### src/rtl/crc16_pkg.sv
package crc16_pkg;

  typedef struct packed {
    logic seed;      // start byte: reseed register and capture polynomial
    logic absorb;    // fold inData into the register
    logic emitHigh;  // drive upper CRC byte on outData
    logic report;    // latch receive check result
  } crcStrobes_t;

  typedef enum logic [1:0] {
    ST_IDLE,
    ST_PAYLOAD,
    ST_APPEND_HI,
    ST_APPEND_LO
  } crcState_t;

endpackage

### src/rtl/crc16_ctrl.sv
module crc16_ctrl
  import crc16_pkg::*;
(
  input  logic        clk,
  input  logic        rstN,
  input  logic        crcEnable,
  input  logic        txMode,
  input  logic        inValid,
  input  logic        inStart,
  input  logic        inEnd,
  output crcStrobes_t strobes,
  output logic        outValid,
  output logic        resultValid
);

  crcState_t state, stateNext;
  logic enLatched, txLatched;
  logic portOpen, startHit, byteHit, lastHit, curEn, curTx;

  assign portOpen = (state == ST_IDLE) || (state == ST_PAYLOAD);
  assign startHit = inValid && inStart && portOpen;
  assign byteHit  = inValid && portOpen && (inStart || state == ST_PAYLOAD);
  assign lastHit  = byteHit && inEnd;
  assign curEn    = inStart ? crcEnable : enLatched;
  assign curTx    = inStart ? txMode : txLatched;

  always_comb begin
    strobes.seed     = startHit;
    strobes.absorb   = byteHit;
    strobes.emitHigh = (state == ST_APPEND_HI);
    strobes.report   = lastHit && curEn && !curTx;
  end

  always_comb begin
    stateNext = state;
    case (state)
      ST_APPEND_HI: stateNext = ST_APPEND_LO;
      ST_APPEND_LO: stateNext = ST_IDLE;
      default: begin
        if (byteHit) begin
          if (lastHit) stateNext = (curEn && curTx) ? ST_APPEND_HI : ST_IDLE;
          else         stateNext = ST_PAYLOAD;
        end
      end
    endcase
  end

  always_ff @(posedge clk) begin
    if (!rstN) begin
      state       <= ST_IDLE;
      enLatched   <= 1'b0;
      txLatched   <= 1'b0;
      resultValid <= 1'b0;
    end else begin
      state       <= stateNext;
      resultValid <= strobes.report;
      if (startHit) begin
        enLatched <= crcEnable;
        txLatched <= txMode;
      end
    end
  end

  assign outValid = (state == ST_APPEND_HI) || (state == ST_APPEND_LO);

  // appended bytes come as a pair
  a_r4_pair_second: assert property (@(posedge clk) disable iff (!rstN)
    $rose(outValid) |=> outValid);
  a_r4_pair_ends: assert property (@(posedge clk) disable iff (!rstN)
    (outValid && $past(outValid)) |=> !outValid);
  // no result for a packet started while disabled
  a_r1_no_result_disabled: assert property (@(posedge clk) disable iff (!rstN)
    resultValid |-> enLatched);
  // results only for receive packets
  a_r5_result_rx_only: assert property (@(posedge clk) disable iff (!rstN)
    resultValid |-> !txLatched);
  // nothing absorbed while appending
  a_r7_no_absorb_append: assert property (@(posedge clk) disable iff (!rstN)
    outValid |-> !strobes.absorb);

endmodule

### src/rtl/crc16_datapath.sv
module crc16_datapath
  import crc16_pkg::*;
#(
  parameter int              DATA_W       = 8,
  parameter int              CRC_W        = 16,
  parameter logic [CRC_W-1:0] DEFAULT_POLY = 16'h1021,
  parameter logic [CRC_W-1:0] SEED_VALUE   = 16'hFFFF
) (
  input  logic              clk,
  input  logic              rstN,
  input  crcStrobes_t       strobes,
  input  logic              polySelect,
  input  logic [DATA_W-1:0] polyLow,
  input  logic [DATA_W-1:0] polyHigh,
  input  logic [DATA_W-1:0] inData,
  output logic [DATA_W-1:0] outData,
  output logic              crcPass
);

  localparam int TOP = CRC_W - 1;

  logic [CRC_W-1:0] crcReg, polyReg, livePoly, polyUse, baseVal;
  logic [DATA_W:0][CRC_W-1:0] stage;

  assign livePoly = polySelect ? {polyHigh, polyLow} : DEFAULT_POLY;
  assign polyUse  = strobes.seed ? livePoly : polyReg;
  assign baseVal  = strobes.seed ? SEED_VALUE : crcReg;
  assign stage[0] = baseVal;

  // eight unrolled bit steps, MSB of the byte first
  for (genvar b = 0; b < DATA_W; b++) begin : g_bitStep
    logic feedBit;
    assign feedBit    = stage[b][TOP] ^ inData[DATA_W-1-b];
    assign stage[b+1] = {stage[b][TOP-1:0], 1'b0} ^ (feedBit ? polyUse : '0);
  end

  always_ff @(posedge clk) begin
    if (!rstN) begin
      crcReg  <= SEED_VALUE;
      polyReg <= DEFAULT_POLY;
      crcPass <= 1'b0;
    end else begin
      if (strobes.seed)   polyReg <= livePoly;
      if (strobes.absorb) crcReg  <= stage[DATA_W];
      if (strobes.report) crcPass <= (stage[DATA_W] == '0);
    end
  end

  assign outData = strobes.emitHigh ? crcReg[TOP -: DATA_W] : crcReg[DATA_W-1:0];

  // polynomial is held between start bytes
  a_r3_poly_held: assert property (@(posedge clk) disable iff (!rstN)
    !strobes.seed |=> $stable(polyReg));
  // register frozen while the high byte is emitted
  a_r4_crc_frozen: assert property (@(posedge clk) disable iff (!rstN)
    strobes.emitHigh |=> $stable(crcReg));

endmodule

### src/rtl/crc16_unit.sv
module crc16_unit
  import crc16_pkg::*;
#(
  parameter int DATA_W = 8,
  parameter int CRC_W  = 16
) (
  input  logic              clk,
  input  logic              rstN,
  input  logic              crcEnable,
  input  logic              polySelect,
  input  logic [DATA_W-1:0] polyLow,
  input  logic [DATA_W-1:0] polyHigh,
  input  logic              txMode,
  input  logic              inValid,
  input  logic              inStart,
  input  logic              inEnd,
  input  logic [DATA_W-1:0] inData,
  output logic              outValid,
  output logic [DATA_W-1:0] outData,
  output logic              resultValid,
  output logic              crcPass
);

  crcStrobes_t strobes;

  crc16_ctrl u_ctrl (
    .clk        (clk),
    .rstN       (rstN),
    .crcEnable  (crcEnable),
    .txMode     (txMode),
    .inValid    (inValid),
    .inStart    (inStart),
    .inEnd      (inEnd),
    .strobes    (strobes),
    .outValid   (outValid),
    .resultValid(resultValid)
  );

  crc16_datapath #(
    .DATA_W(DATA_W),
    .CRC_W (CRC_W)
  ) u_datapath (
    .clk       (clk),
    .rstN      (rstN),
    .strobes   (strobes),
    .polySelect(polySelect),
    .polyLow   (polyLow),
    .polyHigh  (polyHigh),
    .inData    (inData),
    .outData   (outData),
    .crcPass   (crcPass)
  );

  // quiet outputs right after reset
  a_r9_reset_quiet: assert property (@(posedge clk)
    !rstN |=> (!outValid && !resultValid));

endmodule

### config.mk
export PLATFORM = sky130hd
export DESIGN_NAME = crc16_unit
export DESIGN_NICKNAME = d
export VERILOG_FILES = /design/src/rtl/crc16_pkg.sv /design/src/rtl/crc16_ctrl.sv /design/src/rtl/crc16_datapath.sv /design/src/rtl/crc16_unit.sv
export SDC_FILE = /design/constraint.sdc
export NUM_CORES = 1
export LEC_CHECK = 0
export BUFFER_PORTS_ARGS = -buffer_cell sky130_fd_sc_hd__buf_2
export CAP_MARGIN = 20
export CORE_MARGIN = 3
export CORE_UTILIZATION = 50
export DETAILED_ROUTE_END_ITERATION = 16
export PLACE_DENSITY = 0.69
export SLEW_MARGIN = 20
export SYNTH_ARGS = -nofsm -noshare
export SYNTH_HDL_FRONTEND = slang
export SYNTH_SLANG_ARGS = --single-unit
### constraint.sdc
create_clock -name clk -period 5.8 [get_ports clk]
set_input_delay 0.58 -clock clk [delete_from_list [all_inputs] [get_ports clk]]
set_output_delay 0.58 -clock clk [all_outputs]
set_load 0.02 [all_outputs]
## Yosys cells after proc, flatten, opt, wreduce, memory -nomap -nowiden

Index checks and enable logic that the tools add are counted.

- Flip-flop bits (word level): 38
- Logic and storage cells: 59
- Output and inout bits: 11

- Eq/ne operators: 3
- Multiplexer cells: 18
- Reduce and logical (&&, ||, !) cells: 15
- Bitwise logic cells: 16

Operators with widths:

| cell | number |
|---|---|
| $mux 16 | 11 |
| $xor 16x16->16 | 8 |
| $logic_not 16->1 | 1 |
| $logic_and 1x1->1 | 8 |
| $mux 8 | 1 |
| $xor 1x1->1 | 8 |
| $mux 2 | 3 |
| $eq 2x2->1 const B | 2 |
| $pmux 2 s2 | 1 |
| $logic_or 1x1->1 | 3 |
| $reduce_bool 3->1 | 1 |
| $eq 2x1->1 const B | 1 |
| $logic_not 2->1 | 1 |
| $mux 1 | 2 |
| $logic_not 1->1 | 1 |

## Longest topological paths before layout

Gate-level depths: netlist (run 1).

- Depth after elaboration: 29
- Gate-level depth with buffers: 23
- Depth with buffers taken out: 15

## By module

Synthesis (run 1) repeated with hierarchy kept, for this count alone.

- Cell total of the unflattened synthesis: 668
- Area, all modules: 5,011.1 µm²

Modules (own cells, without submodules):

| module | cells an instance | instances | area an instance (µm²) | seq. area each (µm²) |
|---|---|---|---|---|
| crc16_datapath | 637 | 1 | 4,727.0 | 660.6 |
| crc16_ctrl | 31 | 1 | 284.0 | 100.1 |

## Worst setup path after synthesis (run 1)

OpenSTA, ideal clock, no wires.

- Path kind: input to register
- Start: input inStart
- End: register u_datapath.crcPass
- Arrival time: 4.837 ns
- Setup slack: 0.879 ns
- Buffers on the path: 4
- Cell stages on the path: 19
- Data required time: 5.716 ns
- Cells stage by stage: buf_6 and3b_1 buf_6 buf_6 o211ai_4 a21oi_1 o31a_1 a211oi_2 buf_6 mux2_4 or4_4 and4b_1 a211oi_4 mux2i_1 xnor2_1 or3b_1 a21oi_1 o22ai_1 o31ai_2

- Word-level cells in the longest chain between the ends: 28
- Elaborated cells on any way between the ends: 37

Ends and longest elaborated chain:

| what | RTL line | RTL |
|---|---|---|
| start: declaration | crc16_unit.sv:15 | `input logic inStart,` |
| $logic_and 1x1->1 (2 in series) | crc16_ctrl.sv:21 | `assign startHit = inValid && inStart && portOpen;` |
| $mux 16 | crc16_datapath.sv:27 | `assign baseVal = strobes.seed ? SEED_VALUE : crcReg;` |
| $xor 1x1->1 | crc16_datapath.sv:33 | `assign feedBit = stage[b][TOP] ^ inData[DATA_W-1-b];` |
| $mux 16 | crc16_datapath.sv:34 | `assign stage[b+1] = {stage[b][TOP-1:0], 1'b0} ^ (feedBit ? polyUse : '0);` |
| $xor 16x16->16 | crc16_datapath.sv:34 |  |
| $xor 1x1->1 | crc16_datapath.sv:33 |  |
| $mux 16 | crc16_datapath.sv:34 |  |
| $xor 16x16->16 | crc16_datapath.sv:34 |  |
| (+11 left out) | -- |  |
| $xor 16x16->16 | crc16_datapath.sv:34 |  |
| $xor 1x1->1 | crc16_datapath.sv:33 |  |
| $mux 16 | crc16_datapath.sv:34 |  |
| $xor 16x16->16 | crc16_datapath.sv:34 |  |
| $xor 1x1->1 | crc16_datapath.sv:33 |  |
| $mux 16 | crc16_datapath.sv:34 |  |
| $xor 16x16->16 | crc16_datapath.sv:34 |  |
| $logic_not 16->1 | crc16_datapath.sv:45 | `if (strobes.report) crcPass <= (stage[DATA_W] == '0);` |
| end signal: assignment | crc16_datapath.sv:45 |  |
| end: declaration | crc16_datapath.sv:17 | `output logic crcPass` |

Several ways; a longest one is shown, not always the timed one.
A chain may end at the register's enable or synchronous reset.

## Final worst setup path (run 1)

Ends and elaborated chain as after synthesis.

==> qor.csv, run 1 <==
stage;metric;value;unit
outcome;outcome;completed;
grt;GRT Total Usage;26.4;%
finish;Reg area;761;um2
grt;largest net degree at the start of global routing;39;
critical_path;startpoint types;input pin;
synthesis;share of the synthesized area in the top cell type;16.2;%
sta;RSZ-0062 raised after global routing;false;
cts;CTS max path bufs;2;
sta;period utilisation layout;91.8;%
critical_path;CP max stage delay;0.65;ns
synthesis;Seq cells post-synth;38;
placed_design;dpl cell area;0.00506;mm2
flow_run;max_cap viols;0;
synthesis;Syn Nets;644;
synthesis;top cells by area, synth;dfxtp_1 (16%), xnor2_1 (15%), nor2_1 (8.7%), mux2i_1 (4.3%), xnor3_1 (3.8%);
detailed_routing;drt wl/cell;18.0;um
cts;Reg clk slew, reported paths;0.08;ns
finish;filler cell count;818;
placed_design;gp weighted congestion;0.940;
floorplanning;IO Pins;43;
critical_path;slowest stage cell on the critical path;xnor2_2;
finish;final non-filler cell area;0.00520;mm2
cts;CTS Buf Count;5;
floorplanning;Die H;103;um
sta;final setup vio count;0;
sta;hold_ws;0.471;ns
detailed_routing;DRC violations left;0;
critical_path;Critical Path RT;6.03;ns
floorplanning;Initial Util;52.7;%
critical_path;worst setup path class;input pin to flop;
sta;Rel. slew slack;37.2;%
placed_design;number of port buffers;42;
cts;clk_lat worst skew;0.30;ns
finish;n_diodes;0;
critical_path;CP Max Fanout;22;
detailed_routing;DRT Pass-1 Iters;6;
finish;Total Nets Final;677;
grt;vias in the first global route;4375;
finish;P&R area growth vs syn;11.0;%
floorplanning;row count;34;
floorplanning;core area;0.00889;mm2
detailed_routing;Via Count;4540;
critical_path;Crit. End Element;flop;
placed_design;Detailed Place HPWL;10100;um
cts;Setup Buffers After CTS;0;
grt;initial antenna violation count;0;
cts;H-tree depth;2;
floorplanning;Die X;103;um
floorplanning;area of the die;0.0106;mm2
cts;# resized after CTS;0;
critical_path;arrival time worst endpoint;5.55;ns
min_path;min-delay worst type;flop to flop;
sta;final hold violation count;0;
finish;layout cell share with drive strength beyond 1;20.0;%
synthesis;Yosys cell types;78;
sta;Final Max Tran Viols;0;
detailed_routing;post-route ant nets;0;
synthesis;Yosys top cell by area;dfxtp_1;
cts;CTS Root Cell;clkbuf_8;
detailed_routing;DRT iter0 DRCs;302;
grt;GRT Residual Overflow;0;
synthesis;post-synthesis sequential area ratio;16.2;%
power_and_ir_drop;Switching Fraction;45.3;%
cts;CTS tree;yes;
finish;area of the multi-input gates;0.00364;mm2
power_and_ir_drop;Leak Pwr;2.12;nW
sta;Fmax;188;MHz
cts;cts hold-fix bufs;0;
power_and_ir_drop;Clk network pwr share;14.9;%
synthesis;asr flop ratio synth;0;%
power_and_ir_drop;Cell Int Power;1.03;mW
sta;Worst Tran Pin Value;0.940;ns
synthesis;warnings from Yosys;0;
detailed_routing;final wirelength;13600;um
power_and_ir_drop;Switch Pwr;0.852;mW
power_and_ir_drop;pwr dens;361;mW/mm2
synthesis;number of enable flip-flop cells after synthesis;0;
power_and_ir_drop;sequential share of power;16.7;%
synthesis;Avg Cell Area, Syn;7.65;um2
power_and_ir_drop;VDD IR max;0.183;mV
synthesis;Mapped Area;0.00468;mm2
sta;Final min period;5.33;ns
cts;clock sink count;38;
synthesis;top_reg_cell synth;dfxtp_1;
detailed_routing;DR vias/cell;6.02;
sta;clk_skew;0.00348;ns
power_and_ir_drop;Total Power;1.88;mW
synthesis;Post-Synthesis Cells;612;
critical_path;worst path cell trace;buf_2 -> and3b_1 -> buf_12 -> o211ai_1 -> buf_12 -> o21ai_0 -> a31oi_1 -> or3_1 -> o211a_1 -> and3b_1 -> o311ai_1 -> o211a_1 -> nor2_2 -> xnor2_2 -> o311ai_0 -> a21oi_1 -> o2111ai_1 -> o31ai_2;
grt;first-pass GRT wire length;22000;um
power_and_ir_drop;share of total power in combinational logic;68.4;%
sta;Final TNS setup;0;ns
-- cell usage after synthesis (3+ instances only) --
master	instances
nand3b_1	3
dfxtp_1	38
buf_2	8
a21o_1	3
nand2b_1	3
or2_2	3
xnor3_1	8
or3_1	8
nor2b_1	16
o21a_1	5
a21oi_2	3
xor2_1	15
o311ai_0	3
mux2i_1	20
xnor2_1	82
nor4_1	4
nor3_1	22
clkbuf_1	28
a311oi_1	3
nand3_1	8
inv_1	3
buf_1	3
nand2_1	46
nor2_1	109
nand4_1	5
and3_1	13
and2_1	9
o21ai_0	12
buf_6	9
o211a_1	7
o211ai_1	13
mux2_2	13
a31oi_1	3
a21oi_1	24
and3b_1	3
-- worst paths after layout --
| path | startpoint | endpoint | slack, ns | cells past startpoint |
|---|---|---|---|---|
| setup / recovery | inStart | u_datapath.crcPass$_SDFFE_PN0P_ | 0.47 | 18 |
| hold / removal | u_ctrl.enLatched$_SDFFE_PN0N_ | u_ctrl.enLatched$_SDFFE_PN0N_ | 0.47 | 2 |
| hold reg to reg | u_ctrl.enLatched$_SDFFE_PN0N_ | u_ctrl.enLatched$_SDFFE_PN0N_ | 0.47 | 2 |
| setup reg to reg | u_ctrl.state[1]$_SDFFE_PN0P_ | u_datapath.crcPass$_SDFFE_PN0P_ | 0.48 | 18 |
-- stage by stage --
step	cells	utilization, %	setup WS [ns]
4_1_cts	754	58.5	0.517
2_1_floorplan	612	-	0.879
5_1_grt	754	58.5	0.0793
3_3_place_gp	746	56.9	0.381
3_5_place_dp	746	56.9	0.242
6_report	754	58.5	0.474
-- power groups by stage --
stage	Clock, mW	Combinational [mW]	Sequential [mW]
after floorplan	0	1.02	0.306
after global placement	0	1.25	0.316
after detailed placement	0	1.27	0.318
after CTS	0.280	1.28	0.312
after global routing	0.296	1.39	0.316
final	0.280	1.29	0.313
-- cells by family (layout without fill, tap and decap cells) --
| logic type | Yosys count | count (layout) | synth area share (%) |
|---|---|---|---|
| AO/OA/AOI/OAI | 109 | 109 | 18.5 |
| XOR/XNOR | 107 | 107 | 22.7 |
| buffers and inverters | 54 | 88 | 6.17 |
| flip-flops | 38 | 38 | 16.2 |
| multiplexers | 37 | 37 | 8.79 |
| AND/OR/NAND/NOR | 267 | 267 | 27.6 |
-- layout by cell type (no fill, tap or decap), types with 3 or more instances in the layout --
cell type	n
o21a_1	5
and3_1	13
dfxtp_1	38
nor3_1	22
o211ai_1	13
or3_1	8
mux2_2	13
buf_2	42
nor2b_1	16
buf_4	32
o211a_1	7
and2_1	9
inv_1	3
and3b_1	3
nand2b_1	3
nand4_1	5
o21ai_0	11
xor2_1	15
o311ai_0	3
a21oi_2	3
a31oi_1	3
nor2_1	109
nand2_1	46
xnor3_1	8
nand3b_1	3
a21oi_1	24
mux2i_1	20
a21o_1	3
buf_12	3
nand3_1	8
nor4_1	4
clkbuf_8	5
xnor2_1	82
or2_2	3
a311oi_1	3
-- state kept, by name (all words and copies together) (netlist names) --
name,cells
u_ctrl.resultValid,1
u_datapath.crcPass,1
u_ctrl.enLatched,1
u_datapath.polyReg,16
u_datapath.crcReg,16
u_ctrl.state,2
u_ctrl.txLatched,1
-- layer usage --
layer	share of wire [%]	global-route usage, %	vias to the layer above	routed length (um)
met2	48	46.7	176	6530
met1	43	33.6	2150	5880
met5	0	0	-	0
met4	2.8	7.27	0	376
met3	5.8	3.72	37	781
li1	-	-	2177	-
-- critical path: cells and delay by family --
kind            cells  cell delay (ns)
xor+xnor            1             0.65
buf+inv             3             0.56
simple gates        4             1.01
compound gates     10             2.74
-- final cells by class --
cell class / count / area share [%]
multi-input combinational: 520 / 70.1
inverter: 3 / 0.217
timing repair buffer: 77 / 9.82
sequential: 38 / 14.6
clock inverter: 3 / 1.32
clock buffer: 5 / 1.32
tap: 108 / 2.60
(Power assumes the default switching activity.)
==> run 2, diff against run 1 <==
CELL_PAD_IN_SITES_DETAIL_PLACEMENT = 0   (was not set)
CELL_PAD_IN_SITES_GLOBAL_PLACEMENT = 1   (was not set)
CORE_UTILIZATION = 45   (was 50)
PLACE_DENSITY = not set   (was 0.69)
PLACE_DENSITY_LB_ADDON = 0.1   (was not set)
==> run 2 against run 1 <==
Effect of this change:
- register-to-register slack got worse by 0.09 ns
- combinational power is essentially flat
- clock power down 17%
- global-route usage fell by 1.4 points
- clock-buffer cell count is 1 higher
- critical endpoint unchanged
- highest routed layer unchanged
==> qor.csv, run 2 (synthesis gave the netlist of run 1 again) <==
stage;metric;value;unit
outcome;outcome;completed;
finish;final non-filler cell area;0.00527;mm2
detailed_routing;Via Count;4445;
critical_path;Worst Reg-to-Reg Cells;17;
cts;clk_lat worst skew;0.29;ns
sta;period utilisation layout;93.3;%
cts;# resized after CTS;0;
grt;GRT Total Usage;25.0;%
placed_design;Detailed Place HPWL;10900;um
min_path;Hold Crit Depth;2;
floorplanning;core area;0.00995;mm2
min_path;min-delay worst type;flop to flop;
critical_path;worst setup path class;flop to flop;
finish;most frequent cells in the layout;nor2_1 (109), xnor2_1 (82), buf_4 (47);
detailed_routing;final wirelength;14000;um
finish;Total Nets Final;690;
floorplanning;Die H;108;um
finish;P&R area growth vs syn;12.6;%
power_and_ir_drop;pwr dens;354;mW/mm2
cts;H-tree depth;2;
detailed_routing;DRT iter0 DRCs;257;
cts;CTS Buf Count;5;
critical_path;Critical Path RT;6.01;ns
detailed_routing;drt wl/cell;17.7;um
floorplanning;row count;36;
finish;Reg area;761;um2
sta;Final min period;5.41;ns
critical_path;startpoint types;flop;
critical_path;arrival time worst endpoint;5.63;ns
sta;RSZ-0062 raised after global routing;false;
detailed_routing;DRC violations left;0;
floorplanning;IO Pins;43;
grt;first-pass GRT wire length;22900;um
detailed_routing;post-route ant nets;0;
grt;GRT Residual Overflow;0;
sta;hold_ws;0.470;ns
critical_path;worst path cell trace;and3b_1 -> buf_4 -> o211a_1 -> nor4_2 -> nor3_2 -> a211oi_2 -> buf_12 -> mux2_4 -> o31ai_1 -> nand2_1 -> a221oi_4 -> mux2i_4 -> mux2i_1 -> xnor3_1 -> nor4_1 -> nand4_1 -> o31ai_2;
grt;initial antenna violation count;0;
cts;cts hold-fix bufs;0;
critical_path;CP max stage delay;0.49;ns
detailed_routing;DRT Pass-1 Iters;5;
detailed_routing;DR vias/cell;5.62;
sta;final hold violation count;0;
floorplanning;Die X;108;um
cts;clock sink count;38;
placed_design;gp weighted congestion;0.907;
finish;layout cell share with drive strength beyond 1;21.4;%
flow_run;max_cap viols;0;
sta;Worst Tran Pin Value;0.957;ns
sta;Fmax;185;MHz
sta;Rel. slew slack;36.0;%
sta;final setup vio count;0;
cts;CTS tree;yes;
sta;clk_skew;0.00719;ns
cts;Reg clk slew, reported paths;0.08;ns
floorplanning;area of the die;0.0117;mm2
finish;top flop regs;u_datapath.crcReg: 16 flops, u_datapath.polyReg: 16 flops, u_ctrl.state: 2 flops;
cts;CTS max path bufs;2;
finish;filler cell count;1005;
sta;Final TNS setup;0;ns
sta;Final Max Tran Viols;0;
finish;commonest non-fill, non-tap cell in the layout;nor2_1;
power_and_ir_drop;Leak Pwr;2.16;nW
finish;area of the multi-input gates;0.00364;mm2
grt;largest net degree at the start of global routing;39;
finish;n_diodes;0;
cts;Setup Buffers After CTS;0;
cts;CTS Root Cell;clkbuf_8;
critical_path;CP Max Fanout;12;
floorplanning;Initial Util;47.0;%
critical_path;slowest stage cell on the critical path;xnor3_1;
placed_design;dpl cell area;0.00515;mm2
placed_design;number of port buffers;42;
power_and_ir_drop;VDD IR max;0.141;mV
grt;vias in the first global route;4344;
critical_path;Crit. End Element;flop;
-- run 2: cell count changes in the layout (fill, tap and decap cells not counted) --
| cell | previous run | this run |
|---|---|---|
| buf_12 | 3 | 1 |
| buf_4 | 32 | 47 |
| bufinv_16 | 2 | 1 |
| clkbuf_8 | 5 | 6 |
| clkinv_4 | 1 | 0 |
| o21ai_2 | 0 | 1 |
| o21ai_4 | 1 | 0 |
-- run 2: metal layers --
metal | track usage [%] | share of wire [%]
met1 | 31.9 | 43
met2 | 44.0 | 49
met3 | 2.93 | 4.7
met4 | 8.03 | 2.8
met5 | 0 | 0
-- run 2: cell type report --
| type | count | area share (%) |
|---|---|---|
| multi-input cells | 520 | 69.0 |
| clock inverters | 1 | 0.570 |
| repair buffers | 90 | 11.1 |
| clock buffers | 6 | 1.57 |
| inverters | 3 | 0.214 |
| well taps | 133 | 3.16 |
| flip-flops and latches | 38 | 14.4 |
-- run 2: worst paths after layout --
path	from	endpoint	slack, ns
setup / recovery	u_ctrl.state[1]$_SDFFE_PN0P_	u_datapath.crcPass$_SDFFE_PN0P_	0.39
hold / removal	u_ctrl.txLatched$_SDFFE_PN0N_	u_ctrl.txLatched$_SDFFE_PN0N_	0.47
setup reg to reg	u_ctrl.state[1]$_SDFFE_PN0P_	u_datapath.crcPass$_SDFFE_PN0P_	0.39
hold reg to reg	u_ctrl.txLatched$_SDFFE_PN0N_	u_ctrl.txLatched$_SDFFE_PN0N_	0.47
-- run 2: power breakdown --
| part | switching [mW] | total (mW) | internal (mW) | leakage, nW |
|---|---|---|---|---|
| registers | 0.0264 | 0.314 | 0.287 | 0.311 |
| clock network | 0.0955 | 0.233 | 0.138 | 0.0573 |
| logic | 0.730 | 1.32 | 0.591 | 1.79 |
| total | 0.852 | 1.87 | 1.02 | 2.16 |
-- run 2: worst max-delay path: cells and delay by family, from the launching register on --
family	cells	cell delay, ns
compound gates	5	1.49
xor+xnor	1	0.49
buf+inv	2	0.43
flops	1	0.46
mux	3	1.01
simple gates	6	1.45
-- run 2: stage by stage --
| step | cells | util (%) | setup slack [ns] | power, mW |
|---|---|---|---|---|
| 2_1_floorplan | 612 | - | 0.879 | 1.33 |
| 3_3_place_gp | 783 | 51.7 | 0.252 | 1.62 |
| 3_5_place_dp | 783 | 51.7 | 0.141 | 1.63 |
| 4_1_cts | 790 | 52.9 | 0.357 | 1.87 |
| 5_1_grt | 791 | 53.0 | 0.0207 | 2.00 |
| 6_report | 791 | 53.0 | 0.390 | 1.87 |
==> run 3, diff against run 2 <==
CORE_UTILIZATION = 46   (was 45)
SKIP_LAST_GASP = 1   (was not set)
SYNTH_HIERARCHICAL = 1   (was not set)
==> run 3 against run 2 <==
Effect of this change:
- area after synthesis is 7.0% higher
- final cell count up 6.7%
- wire length up 17%
- die area rose by 4.4%
- first-iteration DRC count up 70%
- clock skew increased by 0.0011 ns
- global-route usage up 2.6 points
- sequential share of layout area shrank 0.84 points
- non-clock buffer count down 4
- sequential cell count unchanged
- cell area up 6.1%
==> qor.csv, run 3 <==
stage;metric;value;unit
outcome;outcome;completed;
critical_path;startpoint types;flop;
sta;RSZ-0062 raised after global routing;false;
detailed_routing;final wirelength;16400;um
finish;top flop regs;u_datapath/crcReg: 16 flops, u_datapath/polyReg: 16 flops, u_ctrl/state: 2 flops;
grt;largest net degree at the start of global routing;41;
finish;Total Nets Final;739;
finish;area of the multi-input gates;0.00400;mm2
floorplanning;row count;37;
sta;Final Max Tran Viols;0;
synthesis;share of the synthesized area in the top cell type;15.2;%
synthesis;post-synthesis sequential area ratio;15.2;%
sta;Worst Tran Pin Value;0.974;ns
critical_path;slowest stage cell on the critical path;or4_1;
synthesis;Post-synth top cells;nor2_1 (86), xnor2_1 (83), nand2_1 (40);
synthesis;warnings from Yosys;6;
power_and_ir_drop;VDD IR max;0.157;mV
synthesis;most frequent cell after synthesis;nor2_1;
cts;H-tree depth;2;
sta;Fmax;182;MHz
finish;P&R area growth vs syn;11.7;%
synthesis;Mapped Area;0.00501;mm2
flow_run;max_cap viols;0;
sta;Rel. slew slack;35.0;%
sta;Final TNS setup;0;ns
placed_design;Detailed Place HPWL;12500;um
finish;Reg area;761;um2
placed_design;gp weighted congestion;0.941;
floorplanning;Initial Util;47.9;%
grt;GRT Residual Overflow;0;
floorplanning;IO Pins;43;
critical_path;worst path cell trace;nand3b_1 -> clkinvlp_4 -> buf_12 -> buf_4 -> o21ai_1 -> nand2_1 -> o21ai_0 -> o211a_2 -> nor2_1 -> a32oi_1 -> a21oi_1 -> or4_1 -> a211o_1 -> and3_1 -> mux2i_1 -> xnor3_1 -> nor4b_2 -> o2111ai_1 -> o21ai_1;
synthesis;top_reg_cell synth;dfxtp_1;
floorplanning;Die H;110;um
finish;filler cell count;1062;
synthesis;Seq cells post-synth;38;
synthesis;Yosys cell types;79;
cts;CTS tree;yes;
placed_design;number of port buffers;42;
grt;GRT Total Usage;27.7;%
sta;final setup vio count;0;
synthesis;asr flop ratio synth;0;%
synthesis;Yosys top cell by area;dfxtp_1;
detailed_routing;DRT iter0 DRCs;436;
finish;most frequent cells in the layout;nor2_1 (86), xnor2_1 (83), buf_4 (43);
finish;final non-filler cell area;0.00560;mm2
sta;Final min period;5.48;ns
cts;CTS Root Cell;clkbuf_8;
finish;post-layout util;53.5;%
critical_path;Critical R2R Launch;u_ctrl/state[1]$_SDFFE_PN0P_;
cts;cts hold-fix bufs;0;
detailed_routing;drt wl/cell;19.4;um
detailed_routing;DRC violations left;0;
synthesis;Post-Synthesis Cells;668;
finish;n_diodes;0;
power_and_ir_drop;pwr dens;387;mW/mm2
synthesis;top cells by area, synth;dfxtp_1 (15%), xnor2_1 (15%), nor2_1 (6.4%), mux2i_1 (4.2%), nor3_1 (3.3%);
sta;clk_skew;0.00833;ns
floorplanning;area of the die;0.0122;mm2
cts;CTS Buf Count;5;
grt;first-pass GRT wire length;25900;um
critical_path;Critical Path RT;6.03;ns
grt;initial antenna violation count;0;
critical_path;arrival time worst endpoint;5.71;ns
cts;Reg clk slew, reported paths;0.08;ns
critical_path;CP delay by family, top;compound AO/OA/AOI/OAI gates;
critical_path;worst setup path class;flop to flop;
critical_path;Buf+Inv Stages, Crit Path;3;
detailed_routing;DR vias/cell;6.03;
cts;clock sink count;38;
critical_path;Worst Reg-to-Reg Cells;19;
synthesis;number of enable flip-flop cells after synthesis;0;
synthesis;Syn Nets;700;
critical_path;reg-to-reg slack, setup;0.32;ns
critical_path;WP depth;19;
critical_path;CP most frequent cell;o21ai_1;
critical_path;Crit. End Element;flop;
sta;final hold violation count;0;
finish;layout cell share with drive strength beyond 1;18.9;%
cts;CTS max path bufs;2;
min_path;Hold Crit Start;u_datapath/crcReg[1]$_SDFFE_PN1P_;
min_path;Hold Crit Depth;2;
floorplanning;core area;0.0105;mm2
detailed_routing;post-route ant nets;0;
critical_path;CP Max Fanout;18;
floorplanning;Die X;110;um
grt;vias in the first global route;4804;
finish;commonest non-fill, non-tap cell in the layout;nor2_1;
critical_path;CP max stage delay;0.55;ns
min_path;min-delay worst type;flop to flop;
placed_design;dpl cell area;0.00542;mm2
detailed_routing;DRT Pass-1 Iters;5;
cts;clk_lat worst skew;0.29;ns
synthesis;Avg Cell Area, Syn;7.50;um2
power_and_ir_drop;Leak Pwr;2.21;nW
detailed_routing;Via Count;5088;
sta;period utilisation layout;94.5;%
min_path;Min-Delay Endpoint;u_datapath/crcReg[1]$_SDFFE_PN1P_;
critical_path;Critical R2R Capture;u_datapath/crcPass$_SDFFE_PN0P_;
run 3: cell count changes after synthesis, moves of 6 or more:
cell	change
a211oi_1	+6
nand2_1	-6
nor3_1	+11
o21ai_0	+10
nor2_1	-23
o21ai_1	+11
a21oi_1	+6
nor2b_1	+7
nand3_1	+7
run 3: layer usage:
layer	GRT usage, %	wire length [um]	vias up
li1	-	-	2473
met1	37.2	7320	2392
met2	45.7	7670	182
met3	3.38	858	41
met4	9.67	501	0
met5	0	0	-
run 3: kinds of logic (layout without fill, tap and decap cells):
| logic type | after synthesis | in the layout | synth area share (%) |
|---|---|---|---|
| buffers and inverters | 58 | 98 | 5.47 |
| multiplexers | 31 | 31 | 6.52 |
| XOR/XNOR | 105 | 105 | 20.6 |
| AND/OR/NAND/NOR | 279 | 279 | 29.5 |
| AO/OA/AOI/OAI | 157 | 157 | 22.7 |
| flip-flops | 38 | 38 | 15.2 |
run 3: what timing repair did:
item	CTS	global route
resized for setup	0	7
setup endpoints to repair	0	11
buffers inserted	0	6
endpoints found under the hold margin	0	0
run 3: worst max-delay path by stage:
stage	from	endpoint	slack (ns)
final	u_ctrl/state[1]$_SDFFE_PN0P_	u_datapath/crcPass$_SDFFE_PN0P_	0.32
after global routing	u_ctrl/state[1]$_SDFFE_PN0P_	u_datapath/crcPass$_SDFFE_PN0P_	0.006
after CTS	u_ctrl/state[1]$_SDFFE_PN0P_	u_datapath/crcPass$_SDFFE_PN0P_	0.18
after detailed placement	inStart	u_datapath/crcPass$_SDFFE_PN0P_	-0.05
after global placement	inStart	u_datapath/crcPass$_SDFFE_PN0P_	0.03
after floorplan	inStart	u_datapath/crcPass$_SDFFE_PN0P_	0.92
run 3: worst min-delay path: stages (launching register included):
cell and delay (ns):
dfxtp_1 0.35, mux2i_1 0.07, nand2_1 0.06
run 3: stage by stage:
stage / hold WS (ns) / worst slack [ns] / instances / power, mW
finish: 0.511 / 0.317 / 844 / 2.17
global route: 0.541 / 0.00580 / 844 / 2.33
detailed placement: 0.492 / -0.0462 / 830 / 1.91
CTS: 0.508 / 0.177 / 838 / 2.11
floorplan: 0.460 / 0.916 / 668 / 1.56
global placement: 0.482 / 0.0332 / 830 / 1.90
run 3: layout make-up:
type                       count  share of cell area (%)
clock buffer                   6                    1.48
inverter                       4                   0.335
sequential                    38                    13.6
tap                          136                    3.04
multi-input combinational    572                    71.4
clock inverter                 2                   0.224
timing repair buffer          86                    9.88
run 3: report_power, final:
group	internal [mW]	switching [mW]	total [mW]
registers	0.296	0.0371	0.333
logic	0.721	0.922	1.64
clock network	0.0956	0.0968	0.192
